[src/rtl/fcs_pkg.sv]
package fcs_pkg;
  localparam int BUS_W  = 16;
  localparam int SEL_W  = 2;

  typedef enum logic [SEL_W-1:0] {
    SEL_FIRCFG = 2'd0,
    SEL_COEF   = 2'd1,
    SEL_DEC1   = 2'd2,
    SEL_DEC2   = 2'd3
  } reg_sel_e;

  // FIR configuration word layout
  localparam int TAPS_LSB = 0;
  localparam int TAPS_W   = 9;
  localparam int FDEC_LSB = 9;
  localparam int FDEC_W   = 4;
  localparam int FSYM_BIT = 13;
  localparam int FBYP_BIT = 14;
  localparam int FZP_BIT  = 15;

  // decimator word 1 layout
  localparam int HRATE_LSB = 0;
  localparam int HRATE_W   = 10;
  localparam int HBYP_BIT  = 10;
  localparam int CLA_BIT   = 11;
  localparam int DIS_BIT   = 12;

  // decimator word 2 layout
  localparam int STG_LSB = 0;
  localparam int STG_W   = 3;
  localparam int GRW_LSB = 3;
  localparam int GRW_W   = 6;
endpackage

[src/rtl/fcs_bus.sv]
module fcs_bus
  import fcs_pkg::*;
#(
  parameter int DW = 16
) (
  input  logic             clk,
  input  logic             rst_n,
  input  logic             cs_n,
  input  logic             wr_n,
  input  logic [SEL_W-1:0] addr,
  input  logic [DW-1:0]    wdata,
  output logic             commit,
  output reg_sel_e         c_sel,
  output logic [DW-1:0]    c_data
);
  logic             wr_q;
  logic             cs_lat_n;
  logic [SEL_W-1:0] addr_lat;

  always_ff @(posedge clk or negedge rst_n) begin
    if (!rst_n) begin
      wr_q     <= 1'b1;
      cs_lat_n <= 1'b1;
    end else begin
      wr_q <= wr_n;
      if (!wr_n) cs_lat_n <= cs_n;
    end
  end

  always_ff @(posedge clk) begin
    if (!wr_n) begin
      addr_lat <= addr;
      c_data   <= wdata;
    end
  end

  assign commit = !wr_q && wr_n && !cs_lat_n;
  assign c_sel  = reg_sel_e'(addr_lat);

  // a strobe can commit at most once
  assert_single_commit_R1: assert property (@(posedge clk) disable iff (!rst_n)
    commit |=> !commit);
endmodule

[src/rtl/fcs_regs.sv]
module fcs_regs
  import fcs_pkg::*;
#(
  parameter int DW      = 16,
  parameter int COEF_W  = 20,
  parameter int COEF_AW = 8
) (
  input  logic               clk,
  input  logic               rst_n,
  input  logic               commit,
  input  reg_sel_e           c_sel,
  input  logic [DW-1:0]      c_data,
  input  logic               start_evt,
  output logic               fir_zero_pre,
  output logic               fir_bypass,
  output logic               fir_even_sym,
  output logic [FDEC_W-1:0]  fir_dec_rate,
  output logic [TAPS_W-1:0]  fir_taps,
  output logic               fir_disable,
  output logic               fir_clr_acc,
  output logic               dec_bypass,
  output logic [HRATE_W-1:0] dec_rate,
  output logic [GRW_W-1:0]   dec_growth,
  output logic [STG_W-1:0]   dec_stages,
  output logic               coef_we,
  output logic [COEF_AW-1:0] coef_addr,
  output logic [COEF_W-1:0]  coef_data
);
  localparam int LO_W = COEF_W - DW;

  function automatic logic [COEF_W-1:0] join_coef(input logic [DW-1:0] hi,
                                                   input logic [DW-1:0] lo);
    return {hi, lo[LO_W-1:0]};
  endfunction

  logic wr_fir, wr_coef, wr_dec1, wr_dec2, dis_set;
  logic [COEF_AW-1:0] ptr;
  logic               half_ok;
  logic [DW-1:0]      hi_hold;

  assign wr_fir  = commit && (c_sel == SEL_FIRCFG);
  assign wr_coef = commit && (c_sel == SEL_COEF);
  assign wr_dec1 = commit && (c_sel == SEL_DEC1);
  assign wr_dec2 = commit && (c_sel == SEL_DEC2);
  assign dis_set = wr_dec1 && c_data[DIS_BIT];

  // fields with a defined reset value
  always_ff @(posedge clk or negedge rst_n) begin
    if (!rst_n) begin
      fir_bypass  <= 1'b0;
      dec_rate    <= '0;
      dec_stages  <= '0;
      fir_disable <= 1'b1;
    end else begin
      if (wr_fir) fir_bypass <= c_data[FBYP_BIT];
      if (wr_dec1) begin
        dec_rate    <= c_data[HRATE_LSB +: HRATE_W];
        fir_disable <= c_data[DIS_BIT];
      end
      if (wr_dec2) dec_stages <= c_data[STG_LSB +: STG_W];
      if (start_evt) fir_disable <= 1'b0;
    end
  end

  // fields that keep their value through reset
  always_ff @(posedge clk) begin
    if (wr_fir) begin
      fir_zero_pre <= c_data[FZP_BIT];
      fir_even_sym <= c_data[FSYM_BIT];
      fir_dec_rate <= c_data[FDEC_LSB +: FDEC_W];
      fir_taps     <= c_data[TAPS_LSB +: TAPS_W];
    end
    if (wr_dec1) begin
      fir_clr_acc <= c_data[CLA_BIT];
      dec_bypass  <= c_data[HBYP_BIT];
    end
    if (wr_dec2) dec_growth <= c_data[GRW_LSB +: GRW_W];
  end

  // coefficient pairing and address pointer
  always_ff @(posedge clk or negedge rst_n) begin
    if (!rst_n) begin
      ptr       <= '0;
      half_ok   <= 1'b0;
      hi_hold   <= '0;
      coef_we   <= 1'b0;
      coef_addr <= '0;
      coef_data <= '0;
    end else begin
      coef_we <= 1'b0;
      if (dis_set) begin
        ptr     <= '0;
        half_ok <= 1'b0;
      end else if (wr_coef) begin
        if (!half_ok) begin
          hi_hold <= c_data;
          half_ok <= 1'b1;
        end else begin
          coef_we   <= 1'b1;
          coef_addr <= ptr;
          coef_data <= join_coef(hi_hold, c_data);
          ptr       <= ptr + 1'b1;
          half_ok   <= 1'b0;
        end
      end
    end
  end

  assert_ptr_clear_R8: assert property (@(posedge clk) disable iff (!rst_n)
    dis_set |=> (ptr == '0 && !half_ok));
  assert_coef_pulse_R5: assert property (@(posedge clk) disable iff (!rst_n)
    coef_we |=> !coef_we);
  assert_pair_emits_R5: assert property (@(posedge clk) disable iff (!rst_n)
    (wr_coef && half_ok) |=> coef_we);
  assert_start_clears_R12: assert property (@(posedge clk) disable iff (!rst_n)
    start_evt |=> !fir_disable);
endmodule

[src/rtl/fcs_start.sv]
module fcs_start (
  input  logic clk,
  input  logic rst_n,
  input  logic astart_n,
  input  logic sstart_n,
  output logic casc_n,
  output logic start_evt,
  output logic run
);
  logic a1, a2, a3, s1, s2;
  logic a_fall, s_fall;

  always_ff @(posedge clk or negedge rst_n) begin
    if (!rst_n) begin
      a1  <= 1'b1;
      a2  <= 1'b1;
      a3  <= 1'b1;
      s1  <= 1'b1;
      s2  <= 1'b1;
      run <= 1'b0;
    end else begin
      a1  <= astart_n;
      a2  <= a1;
      a3  <= a2;
      s1  <= sstart_n;
      s2  <= s1;
      run <= run | start_evt;
    end
  end

  assign a_fall    = a3 & ~a2;
  assign s_fall    = s2 & ~s1;
  assign start_evt = a_fall | s_fall;
  assign casc_n    = ~a_fall;

  assert_casc_width_R9: assert property (@(posedge clk) disable iff (!rst_n)
    !casc_n |=> casc_n);
  assert_start_sets_run_R10: assert property (@(posedge clk) disable iff (!rst_n)
    start_evt |=> run);
  assert_run_sticky_R11: assert property (@(posedge clk) disable iff (!rst_n)
    run |=> run);
endmodule

[src/rtl/filt_ctrl_start.sv]
module filt_ctrl_start
  import fcs_pkg::*;
#(
  parameter int COEF_W  = 20,
  parameter int COEF_AW = 8
) (
  input  logic               clk,
  input  logic               rst_n,
  input  logic               cs_n,
  input  logic               wr_n,
  input  logic [SEL_W-1:0]   addr,
  input  logic [BUS_W-1:0]   wdata,
  input  logic               astart_n,
  input  logic               sstart_n,
  output logic               casc_n,
  output logic               run,
  output logic               fir_zero_pre,
  output logic               fir_bypass,
  output logic               fir_even_sym,
  output logic [FDEC_W-1:0]  fir_dec_rate,
  output logic [TAPS_W-1:0]  fir_taps,
  output logic               fir_disable,
  output logic               fir_clr_acc,
  output logic               dec_bypass,
  output logic [HRATE_W-1:0] dec_rate,
  output logic [GRW_W-1:0]   dec_growth,
  output logic [STG_W-1:0]   dec_stages,
  output logic               coef_we,
  output logic [COEF_AW-1:0] coef_addr,
  output logic [COEF_W-1:0]  coef_data
);
  logic             commit;
  reg_sel_e         c_sel;
  logic [BUS_W-1:0] c_data;
  logic             start_evt;

  fcs_bus #(.DW(BUS_W)) u_bus (
    .clk(clk), .rst_n(rst_n), .cs_n(cs_n), .wr_n(wr_n), .addr(addr),
    .wdata(wdata), .commit(commit), .c_sel(c_sel), .c_data(c_data)
  );

  fcs_start u_start (
    .clk(clk), .rst_n(rst_n), .astart_n(astart_n), .sstart_n(sstart_n),
    .casc_n(casc_n), .start_evt(start_evt), .run(run)
  );

  fcs_regs #(.DW(BUS_W), .COEF_W(COEF_W), .COEF_AW(COEF_AW)) u_regs (
    .clk(clk), .rst_n(rst_n), .commit(commit), .c_sel(c_sel), .c_data(c_data),
    .start_evt(start_evt),
    .fir_zero_pre(fir_zero_pre), .fir_bypass(fir_bypass),
    .fir_even_sym(fir_even_sym), .fir_dec_rate(fir_dec_rate),
    .fir_taps(fir_taps), .fir_disable(fir_disable), .fir_clr_acc(fir_clr_acc),
    .dec_bypass(dec_bypass), .dec_rate(dec_rate), .dec_growth(dec_growth),
    .dec_stages(dec_stages), .coef_we(coef_we), .coef_addr(coef_addr),
    .coef_data(coef_data)
  );
endmodule

[config.mk]
export PLATFORM = sky130hd
export DESIGN_NAME = filt_ctrl_start
export DESIGN_NICKNAME = d
export VERILOG_FILES = /design/src/rtl/fcs_pkg.sv /design/src/rtl/fcs_bus.sv /design/src/rtl/fcs_regs.sv /design/src/rtl/fcs_start.sv /design/src/rtl/filt_ctrl_start.sv
export SDC_FILE = /design/constraint.sdc
export NUM_CORES = 1
export LEC_CHECK = 0
export BUFFER_PORTS_ARGS = -buffer_cell sky130_fd_sc_hd__buf_2
export CORE_UTILIZATION = 35
export DETAILED_ROUTE_END_ITERATION = 10
export PLACE_DENSITY = 0.63
export SLEW_MARGIN = 5
export SYNTH_ARGS = -nofsm -noshare
export SYNTH_HDL_FRONTEND = slang
export SYNTH_SLANG_ARGS = --single-unit
[constraint.sdc]
create_clock -name clk -period 3.5 [get_ports clk]
set_input_delay 0.175 -clock clk [delete_from_list [all_inputs] [get_ports clk]]
set_output_delay 0.175 -clock clk [all_outputs]
set_load 0.05 [all_outputs]
; Yosys cells after proc, flatten, opt, wreduce, memory -nomap -nowiden
; Cells that the tools add are included.
[word_totals]
regBits = 118
out_inout_bits = 69
in_bits = 24
word_cells = 67
[op_classes]
addsub = 1
eq_ne = 3
n_reduce_logical = 16
n_bitwise = 9
n_mux = 11
[ops]
columns = cell, n
row1 = two-way mux 8 bit, 3
row2 = "adder 8 x 1 -> 8 bit, second input constant", 1
row3 = two-way mux 1 bit, 8
row4 = logical AND 1 bit, 7
row5 = AND reduction 3 bit, 2
row6 = nonzero test 2 bit, 3
row7 = NOT 1 bit, 5
row8 = "== test 2 bit, second input constant", 2
row9 = bitwise AND 1 bit, 2
row10 = "== test 2 x 1 -> 1 bit, second input constant", 1
row11 = logical NOT 1 bit, 2
row12 = logical NOT 2 bit, 1
row13 = OR 1 bit, 2
row14 = AND reduction 2 bit, 1

; Depth between registers and ports, before layout
; Gate-level depths: netlist of run 1.
[depth]
depth_word = 7
mapped_depth = 7
mapped_depth_nobuf = 5

; Cells and area by module
; Synthesis of run 1 repeated with hierarchy kept, for this count alone.
[unflattened]
hier_cells = 294
hier_area_um2 = 4217.8
[modules_own_cells]
columns = mod, seq_area_each_um2, n_inst, area_each_um2, cells_each
row1 = fcs_regs, 2418.6, 1, 3394.5, 260
row2 = fcs_bus, 593.1, 1, 624.3, 23
row3 = fcs_start, 156.4, 1, 198.9, 11

; Worst setup path before layout of run 1
; No wires, ideal clock.
[synth_path]
kind = reg2reg
from = reg u_bus.wr_q
to = reg u_regs.fir_bypass
t_required_ns = 3.375
period_less_slack_ns = 2.088
setup_slack_ns = 1.412
arrival_ns = 1.964
n_path_buf = 0
stages_incl_launch_ff = 4
setup_ns = 0.125
path_cell_list = dfstp_2 nor4b_1 nor2b_1 mux2_2
[synth_via]
elab_chain_cells = 4
[synth_lines]
columns = element, line
row1 = "start, declared", fcs_bus.sv:16  ; logic wr_q;
row2 = "start signal, assigned", fcs_bus.sv:25  ; wr_q <= wr_n;
row3 = logical NOT 1 bit, fcs_bus.sv:37  ; assign commit = !wr_q && wr_n && !cs_lat_n;
row4 = logical AND 1 bit (2 in series), fcs_bus.sv:37
row5 = logical AND 1 bit, fcs_regs.sv:41  ; assign wr_fir = commit && (c_sel == SEL_FIRCFG);
row6 = net u_regs.wr_fir, fcs_regs.sv:36  ; logic wr_fir, wr_coef, wr_dec1, wr_dec2, dis_set;
row7 = "end signal, assigned", fcs_regs.sv:55  ; if (wr_fir) fir_bypass <= c_data[FBYP_BIT];
row8 = "end, declared", fcs_regs.sv:15  ; output logic fir_bypass,
; The timed path passes the listed nets, and every way through them passes these cells.
; A chain may end at the register's enable or synchronous reset.

; Worst setup path after layout of run 1
[layout_path]
from = reg u_bus.addr_lat[1], in the netlist u_bus.c_sel[1]
to = reg u_regs.ptr[2]
[layout_via]
elab_chain_cells = 5
elab_cells_between_ends = 9
classes_between = eq/ne (2) / mux (1) / reduce/logical (6)
[layout_lines]
columns = element, line
row1 = "start, declared", fcs_bus.sv:18  ; logic [SEL_W-1:0] addr_lat;
row2 = "start signal, assigned", fcs_bus.sv:32  ; addr_lat <= addr;
row3 = == test 2 bit, fcs_regs.sv:43  ; assign wr_dec1 = commit && (c_sel == SEL_DEC1);
row4 = logical AND 1 bit, fcs_regs.sv:43
row5 = logical AND 1 bit, fcs_regs.sv:45  ; assign dis_set = wr_dec1 && c_data[DIS_BIT];
row6 = nonzero test 2 bit (no source line), -
row7 = AND reduction 2 bit (no source line), -
row8 = "end signal, assigned", fcs_regs.sv:102  ; ptr <= ptr + 1'b1;
row9 = "end, declared", fcs_regs.sv:37  ; logic [COEF_AW-1:0] ptr;
; Parallel ways exist; a longest one is shown, timed or not.

==> results of run 1 <==
layout make-up:
type | instances | area (um2) | share of cell area, %
Clock inverter | 14 | 200 | 3.51
Clock buffer | 18 | 439 | 7.69
Inverter | 5 | 18.8 | 0.329
Timing Repair Buffer | 116 | 698 | 12.2
Multi-Input combinational cell | 160 | 1010 | 17.6
Sequential cell | 118 | 3170 | 55.5
Tap cell | 143 | 179 | 3.13
how the worst max path moves through the flow:
| stage | slack [ns] | from | end |
|---|---|---|---|
| finish | 1.48 | u_bus.c_sel[1]$_DFFE_PN_ | u_regs.ptr[2]$_DFFE_PN0P_ |
| global placement | 1.54 | u_bus.c_sel[1]$_DFFE_PN_ | u_regs.ptr[2]$_DFFE_PN0P_ |
| global route | 1.27 | u_bus.c_sel[1]$_DFFE_PN_ | u_regs.ptr[2]$_DFFE_PN0P_ |
| detailed placement | 1.46 | u_bus.c_sel[1]$_DFFE_PN_ | u_regs.ptr[2]$_DFFE_PN0P_ |
| floorplan | 1.41 | u_bus.wr_q$_DFF_PN1_ | u_regs.fir_bypass$_DFFE_PN0P_ |
| CTS | 1.45 | u_bus.c_sel[1]$_DFFE_PN_ | u_regs.ptr[2]$_DFFE_PN0P_ |
cell usage in the layout, fill, tap and decap left out, types with 2 or more instances in the layout:
cell type                        n
sky130_fd_sc_hd__a211o_1         4
sky130_fd_sc_hd__a21oi_1         2
sky130_fd_sc_hd__a22o_1          2
sky130_fd_sc_hd__and3_1          6
sky130_fd_sc_hd__buf_2          91
sky130_fd_sc_hd__buf_4           3
sky130_fd_sc_hd__bufinv_16       4
sky130_fd_sc_hd__clkbuf_16      17
sky130_fd_sc_hd__clkinv_4        4
sky130_fd_sc_hd__clkinvlp_4      3
sky130_fd_sc_hd__dfrtp_1        69
sky130_fd_sc_hd__dfstp_2         8
sky130_fd_sc_hd__dlygate4sd3_1  22
sky130_fd_sc_hd__edfxtp_1       41
sky130_fd_sc_hd__inv_1           4
sky130_fd_sc_hd__inv_6           2
sky130_fd_sc_hd__mux2_2         23
sky130_fd_sc_hd__mux2_4          9
sky130_fd_sc_hd__nand2_1        88
sky130_fd_sc_hd__nand3_1         4
sky130_fd_sc_hd__nor2b_2         2
sky130_fd_sc_hd__nor3_1          4
power by group through the flow:
stage	Sequential [W]	Clock, W	Combinational [W]
floorplan	0.00222	0	0.000209
global placement	0.00182	0	0.000827
detailed placement	0.00182	0	0.000843
CTS	0.00180	0.00187	0.000864
global route	0.00183	0.00193	0.000905
finish	0.00180	0.00184	0.000853
stage by stage:
stage | std cells | hold slack, ns | setup WS (ns)
after floorplan | 293 | -0.121 | 1.41
after global placement | 520 | 0.280 | 1.54
after detailed placement | 520 | 0.282 | 1.46
after CTS | 574 | 0.00863 | 1.45
after global routing | 574 | 0.0118 | 1.27
final | 574 | 0.0125 | 1.48
per-layer routing:
| metal | routed length (um) | track usage [%] | vias up | share of wire [%] |
|---|---|---|---|---|
| li1 | - | - | 1256 | - |
| met1 | 3950 | 19.3 | 1368 | 46 |
| met2 | 4140 | 23.4 | 71 | 48 |
| met3 | 489 | 4.75 | 4 | 5.6 |
| met4 | 74 | 5.60 | 0 | 0.85 |
| met5 | 0 | 0 | - | 0 |
sequential cells by signal, indices dropped and copies added, names as in the netlist, 2 cells and up:
signal               cells
u_regs.coef_data        20
u_regs.dec_rate         10
u_regs.fir_taps          9
u_regs.hi_hold          16
u_bus.c_data            16
u_regs.coef_addr         8
u_regs.dec_stages        3
u_bus.c_sel              2
u_regs.dec_growth        6
u_regs.ptr               8
u_regs.fir_dec_rate      4
logic make-up after synthesis:
group	after synthesis
AO/OA/AOI/OAI	10
multiplexers	32
buffers and inverters	15
XOR/XNOR	1
flip-flops	118
adder cells (fa/ha/maj)	1
AND/OR/NAND/NOR	116
what timing repair did:
action	in CTS	in global routing
hold buffers	22	0
hold endpoints to repair	90	0
gates resized for setup	0	0
==> impl_results.html, run 1 <==
<table>
<tr><th>Metric</th><th>Value</th></tr>
<tr><th colspan="2">Yosys</th></tr>
<tr><td>Dominant combinational cell family by area after synthesis</td><td>simple AND/OR/NAND/NOR gates</td></tr>
<tr><td>Post-synthesis compound-gate area fraction</td><td>1.82%</td></tr>
<tr><td>Async set-or-reset flop fraction in the synthesized netlist</td><td>65.3%</td></tr>
<tr><td>Main synth FF type</td><td>sky130_fd_sc_hd__dfrtp_1</td></tr>
<tr><td>Post-synth top area cell</td><td>sky130_fd_sc_hd__dfrtp_1</td></tr>
<tr><td>Total standard cell area after synthesis</td><td>4260 um2</td></tr>
<tr><td>Share of the synthesized netlist area taken by xor and xnor gates</td><td>less than 1%</td></tr>
<tr><td>Simple-gate portion of the synthesized area</td><td>12.0%</td></tr>
<tr><td>Synthesized-area fraction occupied by adder cells</td><td>0.294%</td></tr>
<tr><td>Share of Yosys cell area claimed by the top area cell type</td><td>40.5%</td></tr>
<tr><td>Post-synth top cells</td><td>88 x sky130_fd_sc_hd__nand2_1, 69 x sky130_fd_sc_hd__dfrtp_1, 41 x sky130_fd_sc_hd__edfxtp_1, 23 x sky130_fd_sc_hd__mux2_2, 9 x sky130_fd_sc_hd__mux2_4</td></tr>
<tr><td>Number of enable-type register cells in the synthesized netlist</td><td>slightly above 40</td></tr>
<tr><td>Mean post-synth cell area</td><td>around 15 um2</td></tr>
<tr><td>Cell with the most instances after synthesis</td><td>sky130_fd_sc_hd__nand2_1</td></tr>
<tr><td>Count of distinct cell types in the synthesized netlist</td><td>36</td></tr>
<tr><td>Mux contribution to synthesized area</td><td>9.25%</td></tr>
<tr><td>Top cells by area, synth</td><td>sky130_fd_sc_hd__dfrtp_1 41%, sky130_fd_sc_hd__edfxtp_1 29%, sky130_fd_sc_hd__nand2_1 7.8%</td></tr>
<tr><td>Syn nets</td><td>approximately 320</td></tr>
<tr><td>Portion of the post-synthesis area used by sequential elements</td><td>74.4%</td></tr>
<tr><td>Warnings, synthesis</td><td>0</td></tr>
<tr><td>Gate Count Post-Synth</td><td>293</td></tr>
<tr><td>Post-synthesis sequential element count</td><td>118</td></tr>
<tr><th colspan="2">Detailed routing</th></tr>
<tr><td>Routed wire length</td><td>8660 um</td></tr>
<tr><td>Number of vias per cell</td><td>roughly 4.7</td></tr>
<tr><td>Detail Route Antenna Nets</td><td>0</td></tr>
<tr><td>Via count</td><td>2,699</td></tr>
<tr><td>First-iteration detailed-routing DRC count</td><td>132</td></tr>
<tr><td>First-pass detailed-route iteration total</td><td>7</td></tr>
<tr><td>DRC errors left</td><td>6</td></tr>
<tr><td>Mean routed wirelength per cell</td><td>roughly 15 um</td></tr>
<tr><th colspan="2">Worst setup path</th></tr>
<tr><td>Category of cells accounting for the largest share of critical-path delay</td><td>simple AND/OR/NAND/NOR gates</td></tr>
<tr><td>Worst reg2reg path endpoint</td><td>u_regs.ptr[2]$_DFFE_PN0P_</td></tr>
<tr><td>CP peak stage delay</td><td>0.50 ns</td></tr>
<tr><td>Worst path cell trace</td><td>nor3b_2 &gt; nand3_1 &gt; inv_2 &gt; nor2_2 &gt; a221o_1</td></tr>
<tr><td>Source of the worst register-to-register timing path</td><td>u_bus.c_sel[1]$_DFFE_PN_</td></tr>
<tr><td>Signal arrival time at the worst endpoint</td><td>between 2 and 2.5 ns</td></tr>
<tr><td>Reg2Reg Setup Slack</td><td>1.48 ns</td></tr>
<tr><td>Worst endpoint required time</td><td>3.78 ns</td></tr>
<tr><td>Endpoint type of the worst setup path</td><td>flop</td></tr>
<tr><td>CP Buf/Inv Count</td><td>1</td></tr>
<tr><td>Worst reg2reg path depth</td><td>5</td></tr>
<tr><td>Crit path launch type</td><td>flop</td></tr>
<tr><td>Number of cells on the critical path</td><td>5</td></tr>
<tr><td>CP max stage cell</td><td>sky130_fd_sc_hd__inv_2</td></tr>
<tr><td>Critical path class</td><td>flop to flop</td></tr>
<tr><td>Critical path fanouts, max</td><td>38</td></tr>
<tr><th colspan="2">Timing</th></tr>
<tr><td>Worst slew pin tran</td><td>just under 1 ns</td></tr>
<tr><td>Final Hold Fails</td><td>0</td></tr>
<tr><td>Final-report max-slew violation count</td><td>0</td></tr>
<tr><td>Remaining max-slew budget at the tightest pin</td><td>34.6%</td></tr>
<tr><td>Clk_skew</td><td>0.0112 ns</td></tr>
<tr><td>Unrepaired setup endpoints after global routing</td><td>false</td></tr>
<tr><td>TNS Setup</td><td>0 ns</td></tr>
<tr><td>Final Cycle Share</td><td>57.7%</td></tr>
<tr><td>Setup-failing EPs final</td><td>0</td></tr>
<tr><td>Achievable clock frequency</td><td>495 MHz</td></tr>
<tr><td>Time the final worst path needs with I/O delays and setup</td><td>2.02 ns</td></tr>
<tr><th colspan="2">Power and ir drop</th></tr>
<tr><td>Combinational cell fraction of total power</td><td>19.0%</td></tr>
<tr><td>Internal power</td><td>0.00313 W</td></tr>
<tr><td>Total power consumption of the routed design</td><td>roughly 0.0045 W</td></tr>
<tr><td>Cell leakage power</td><td>~2.8 nW</td></tr>
<tr><td>Power density over the cells</td><td>786 nW/um2</td></tr>
<tr><td>Sw Ratio</td><td>a little under a third</td></tr>
<tr><td>Clock network power share</td><td>41.0%</td></tr>
<tr><td>Register share of total power</td><td>40.0%</td></tr>
<tr><td>Total net switching power</td><td>0.00136 W</td></tr>
<tr><td>Highest ir drop seen on vdd</td><td>0.501 mV</td></tr>
<tr><th colspan="2">Min path</th></tr>
<tr><td>Worst hold path stage count</td><td>2</td></tr>
<tr><td>HP Class</td><td>input pin to flop</td></tr>
<tr><td>Hold-critical path endpoint</td><td>u_bus.cs_lat_n$_DFFE_PN1N_</td></tr>
<tr><td>Hold Crit Start</td><td>cs_n</td></tr>
<tr><th colspan="2">Global route</th></tr>
<tr><td>First-pass GRT wire length</td><td>about 14,000 um</td></tr>
<tr><td>Aggregate global routing overflow</td><td>0</td></tr>
<tr><td>Initial antenna violation count</td><td>0</td></tr>
<tr><td>Total global routing track utilization</td><td>around 15%</td></tr>
<tr><td>Number of global-route vias before repair</td><td>2,806</td></tr>
<tr><td>Largest net degree at the start of global routing</td><td>78</td></tr>
<tr><th colspan="2">Die</th></tr>
<tr><td>Area of the die</td><td>12,600 um2</td></tr>
<tr><td>Placement Rows</td><td>39</td></tr>
<tr><td>I/O pins</td><td>93</td></tr>
<tr><td>Initial cell density of the core</td><td>36.7%</td></tr>
<tr><td>Placeable core region</td><td>11,600 um2</td></tr>
<tr><td>Die Ht</td><td>112 um</td></tr>
<tr><td>Horizontal extent of the die</td><td>112 um</td></tr>
<tr><th colspan="2">Run</th></tr>
<tr><td>Number of maximum-capacitance violations</td><td>0</td></tr>
<tr><th colspan="2">Clock tree</th></tr>
<tr><td>TritonCTS buffer count</td><td>17</td></tr>
<tr><td># Post-CTS Setup Buffers</td><td>0</td></tr>
<tr><td>Clock Path Buffers</td><td>2</td></tr>
<tr><td>Source-to-sink clock delay at the later pin of the worst-skew pair</td><td>0.40 ns</td></tr>
<tr><td>Cell chosen for the clock root</td><td>sky130_fd_sc_hd__clkbuf_16</td></tr>
<tr><td>CTS tree</td><td>done</td></tr>
<tr><td>Number of H-tree levels</td><td>4</td></tr>
<tr><td>Clk sink count</td><td>about 120</td></tr>
<tr><td>Worst-path clk slew</td><td>0.06 ns</td></tr>
<tr><th colspan="2">Place</th></tr>
<tr><td>Area after DPL</td><td>between 4000 and 5000 um2</td></tr>
<tr><td>Final GP Congestion</td><td>0.739</td></tr>
<tr><td>Number of buffers inserted by port buffering</td><td>a little over 90</td></tr>
<tr><td>Half-perimeter wire length after detailed placement</td><td>5570 um</td></tr>
<tr><th colspan="2">Layout</th></tr>
<tr><td>Post-Route Utilization</td><td>between 40 and 50%</td></tr>
<tr><td>Area growth from synthesis to layout</td><td>34.0%</td></tr>
<tr><td>Share of layout cells above drive strength 1</td><td>39.9%</td></tr>
<tr><td>Total Nets Final</td><td>443</td></tr>
<tr><td>Cell area after layout</td><td>5710 um2</td></tr>
<tr><td>Antenna Diode Count</td><td>0</td></tr>
<tr><td>Filler cell count</td><td>between 1k and 1.5k</td></tr>
<tr><th colspan="2">Status</th></tr>
<tr><td>Violated checks</td><td>design-rule violations</td></tr>
<tr><td>Status</td><td>finished, violations left</td></tr>
</table>
Note: power is estimated with default switching activity, not from simulation.
==> inputs of run 2 (changes only) <==
==> constraint.sdc (replaced) <==
create_clock -name clk -period 2.1 [get_ports clk]
set_input_delay 0.105 -clock clk [delete_from_list [all_inputs] [get_ports clk]]
set_output_delay 0.105 -clock clk [all_outputs]
set_load 0.05 [all_outputs]
==> run 2 against run 1 <==
Compared with the run above: the flow still finishes with violations (design-rule violations); routed wire length rose by 2.8%; final area grew 0.22%; sequential cell count unchanged; global-route usage increased by 0.82 points; total power increased by 62%; largest cell class unchanged; highest routed layer unchanged.
==> impl_results.html, run 2 (synthesis results as in run 1) <==
<table>
<tr><th>Metric</th><th>Value</th></tr>
<tr><th colspan="2">Clock tree</th></tr>
<tr><td>TritonCTS buffer count</td><td>17 (unchanged)</td></tr>
<tr><td>Clk sink count</td><td>118 (unchanged)</td></tr>
<tr><td>Clock Path Buffers</td><td>2 (unchanged)</td></tr>
<tr><td>Cell chosen for the clock root</td><td>sky130_fd_sc_hd__clkbuf_16</td></tr>
<tr><td>Source-to-sink clock delay at the later pin of the worst-skew pair</td><td>0.40 ns (about the same)</td></tr>
<tr><td>Worst-path clk slew</td><td>0.05 ns (about the same)</td></tr>
<tr><td>Number of H-tree levels</td><td>4 (unchanged)</td></tr>
<tr><td>CTS tree</td><td>done</td></tr>
<tr><td>Total of cells resized after clock tree synthesis</td><td>0 (unchanged)</td></tr>
<tr><th colspan="2">Detailed routing</th></tr>
<tr><td>Number of vias per cell</td><td>4.69 (-0.22%)</td></tr>
<tr><td>Mean routed wirelength per cell</td><td>15.3 um (+1.5%)</td></tr>
<tr><td>Via count</td><td>2,726 (+1.0%)</td></tr>
<tr><td>Routed wire length</td><td>8900 um (+2.8%)</td></tr>
<tr><td>First-pass detailed-route iteration total</td><td>8 (+1)</td></tr>
<tr><td>Detail Route Antenna Nets</td><td>0 (unchanged)</td></tr>
<tr><td>DRC errors left</td><td>6 (unchanged)</td></tr>
<tr><td>First-iteration detailed-routing DRC count</td><td>168 (+27%)</td></tr>
<tr><th colspan="2">Place</th></tr>
<tr><td>Final GP Congestion</td><td>0.749 (+1.3%)</td></tr>
<tr><td>Number of buffers inserted by port buffering</td><td>92 (unchanged)</td></tr>
<tr><td>Post-placement setup slack</td><td>0.305 ns (-1.15 ns)</td></tr>
<tr><td>Half-perimeter wire length after detailed placement</td><td>5920 um (+6.2%)</td></tr>
<tr><td>Area after DPL</td><td>4910 um2 (+1.2%)</td></tr>
<tr><th colspan="2">Worst setup path</th></tr>
<tr><td>Crit. Startpoint</td><td>u_bus.wr_q$_DFF_PN1_</td></tr>
<tr><td>Crit path launch type</td><td>flop</td></tr>
<tr><td>Endpoint type of the worst setup path</td><td>flop</td></tr>
<tr><td>Critical path fanouts, max</td><td>9 (-76%)</td></tr>
<tr><td>Signal arrival time at the worst endpoint</td><td>1.90 ns (-0.40 ns)</td></tr>
<tr><td>Worst reg2reg path depth</td><td>3 (-2)</td></tr>
<tr><td>Critical path class</td><td>flop to flop</td></tr>
<tr><td>Source of the worst register-to-register timing path</td><td>u_bus.wr_q$_DFF_PN1_</td></tr>
<tr><td>Worst endpoint required time</td><td>2.20 ns (-1.58 ns)</td></tr>
<tr><th colspan="2">Timing</th></tr>
<tr><td>Worst hold slack</td><td>0.171 ns (+0.158 ns)</td></tr>
<tr><td>Final Cycle Share</td><td>86.0% (+28 points)</td></tr>
<tr><td>Worst slew pin tran</td><td>0.601 ns (-0.379 ns)</td></tr>
<tr><td>Remaining max-slew budget at the tightest pin</td><td>59.9% (+25 points)</td></tr>
<tr><td>Unrepaired setup endpoints after global routing</td><td>false</td></tr>
<tr><td>TNS Setup</td><td>0 ns (unchanged)</td></tr>
<tr><td>Setup-failing EPs final</td><td>0 (unchanged)</td></tr>
<tr><td>Clk_skew</td><td>0.00842 ns (-0.00278 ns)</td></tr>
<tr><td>Final Hold Fails</td><td>0 (unchanged)</td></tr>
<tr><td>Time the final worst path needs with I/O delays and setup</td><td>1.81 ns (-0.214 ns)</td></tr>
<tr><td>Achievable clock frequency</td><td>554 MHz (+12%)</td></tr>
<tr><td>Slack of the critical path</td><td>0.294 ns (-1.19 ns)</td></tr>
<tr><td>Final-report max-slew violation count</td><td>0 (unchanged)</td></tr>
<tr><th colspan="2">Run</th></tr>
<tr><td>Number of maximum-capacitance violations</td><td>0 (unchanged)</td></tr>
<tr><th colspan="2">Layout</th></tr>
<tr><td>Area growth from synthesis to layout</td><td>34.3%</td></tr>
<tr><td>Cell area after layout</td><td>5720 um2 (+0.22%)</td></tr>
<tr><td>Antenna Diode Count</td><td>0 (unchanged)</td></tr>
<tr><td>Most common cell after layout, fill and taps aside</td><td>sky130_fd_sc_hd__buf_2</td></tr>
<tr><td>Most flop-heavy register</td><td>u_regs.coef_data</td></tr>
<tr><td>Share of layout cells above drive strength 1</td><td>39.7% (-0.18 points)</td></tr>
<tr><td>Total Nets Final</td><td>450 (+1.6%)</td></tr>
<tr><td>Commonest non-fill, non-tap cells in the layout</td><td>91 x sky130_fd_sc_hd__buf_2, 88 x sky130_fd_sc_hd__nand2_1, 69 x sky130_fd_sc_hd__dfrtp_1</td></tr>
<tr><td>Flip-flop count of the largest register, all copies and words added</td><td>20 (unchanged)</td></tr>
<tr><td>Registers with the most flip-flops</td><td>u_regs.coef_data x20, u_bus.c_data x16, u_regs.hi_hold x16</td></tr>
<tr><th colspan="2">Power and ir drop</th></tr>
<tr><td>Internal power</td><td>0.00509 W (+62%)</td></tr>
<tr><td>Total net switching power</td><td>0.00218 W (+60%)</td></tr>
<tr><td>Combinational cell fraction of total power</td><td>19.7% (+0.7 points)</td></tr>
<tr><td>Sw Ratio</td><td>30.0% (-0.26 points)</td></tr>
<tr><td>Power density over the cells</td><td>1270 nW/um2 (+61%)</td></tr>
<tr><td>Highest ir drop seen on vdd</td><td>0.583 mV (+16%)</td></tr>
<tr><td>Register share of total power</td><td>41.2% (+1.2 points)</td></tr>
<tr><td>Clock network power share</td><td>39.1% (-1.9 points)</td></tr>
<tr><td>Total power consumption of the routed design</td><td>0.00726 W (+62%)</td></tr>
<tr><td>Cell leakage power</td><td>2.80 nW (+0.65%)</td></tr>
<tr><th colspan="2">Die</th></tr>
<tr><td>Area of the die</td><td>12,600 um2 (unchanged)</td></tr>
<tr><td>Die Ht</td><td>112 um (unchanged)</td></tr>
<tr><td>Placement Rows</td><td>39 (unchanged)</td></tr>
<tr><td>Placeable core region</td><td>11,600 um2 (unchanged)</td></tr>
<tr><td>Horizontal extent of the die</td><td>112 um (unchanged)</td></tr>
<tr><td>I/O pins</td><td>93 (unchanged)</td></tr>
<tr><td>Initial cell density of the core</td><td>36.7% (unchanged)</td></tr>
<tr><th colspan="2">Status</th></tr>
<tr><td>Status</td><td>finished, violations left</td></tr>
<tr><td>Violated checks</td><td>design-rule violations</td></tr>
<tr><th colspan="2">Min path</th></tr>
<tr><td>HP Class</td><td>input pin to asynchronous set/reset pin</td></tr>
<tr><th colspan="2">Global route</th></tr>
<tr><td>First-pass GRT wire length</td><td>14,800 um (+3.9%)</td></tr>
<tr><td>Number of global-route vias before repair</td><td>2,913 (+3.8%)</td></tr>
<tr><td>Largest net degree at the start of global routing</td><td>51 (-35%)</td></tr>
<tr><td>Total global routing track utilization</td><td>15.7% (+0.82 points)</td></tr>
<tr><td>Aggregate global routing overflow</td><td>0 (unchanged)</td></tr>
<tr><td>Initial antenna violation count</td><td>0 (unchanged)</td></tr>
</table>
run 2: power groups by stage:
stage | Sequential [W] | Combinational [W] | Clock, W
global placement | 0.00302 | 0.00139 | 0
detailed placement | 0.00303 | 0.00141 | 0
global route | 0.00305 | 0.00152 | 0.00301
CTS | 0.00300 | 0.00145 | 0.00290
floorplan | 0.00370 | 0.000349 | 0
finish | 0.00299 | 0.00143 | 0.00284
run 2: per-stage QoR:
stage / utilization (%) / instances
after floorplan: - / 293
after global placement: 42.3 / 526
after detailed placement: 42.3 / 526
after CTS: 49.3 / 581
after global routing: 49.3 / 581
final: 49.3 / 581
run 2: critical path: stages (launching register included):
cell and delay (ns):
sky130_fd_sc_hd__dfstp_2 0.37, sky130_fd_sc_hd__nor4b_1 0.43, sky130_fd_sc_hd__nor2b_2 0.43, sky130_fd_sc_hd__buf_4 0.27
run 2: layout make-up:
| class | count | area [um2] |
|---|---|---|
| Tap cell | 143 | 179 |
| Fill cell | 1058 | 5890 |
| Clock buffer | 22 | 454 |
| Multi-Input combinational cell | 160 | 1010 |
| Timing Repair Buffer | 123 | 766 |
| Inverter | 5 | 18.8 |
| Clock inverter | 10 | 130 |
| Sequential cell | 118 | 3170 |
run 2: worst paths after layout:
| kind | endpoint | slack (ns) |
|---|---|---|
| setup reg to reg | u_regs.fir_taps[7]$_DFFE_PP_ | 0.29 |
| hold reg to reg | u_start.a2$_DFF_PN1_ | 0.35 |
| hold / removal | u_start.run$_DFF_PN0_ | 0.17 |
| setup / recovery | u_regs.fir_taps[7]$_DFFE_PP_ | 0.29 |
| max in group asynchronous | u_bus.cs_lat_n$_DFFE_PN1N_ | 1.30 |
| min in group clk | u_start.s1$_DFF_PN1_ | 0.34 |
run 2: what timing repair did:
item | in CTS | in global routing
endpoints found under the hold margin | 49 | 0
buffers inserted | 0 | 0
setup endpoints to repair | 0 | 0
hold buffers | 23 | 0
run 2: layer usage:
layer,up-vias,global-route usage (%),wire (um)
met4,0,7.47,103
li1,1270,-,-
met1,1371,19.9,4080
met2,77,24.5,4220
met5,-,0,0
met3,8,5.13,497
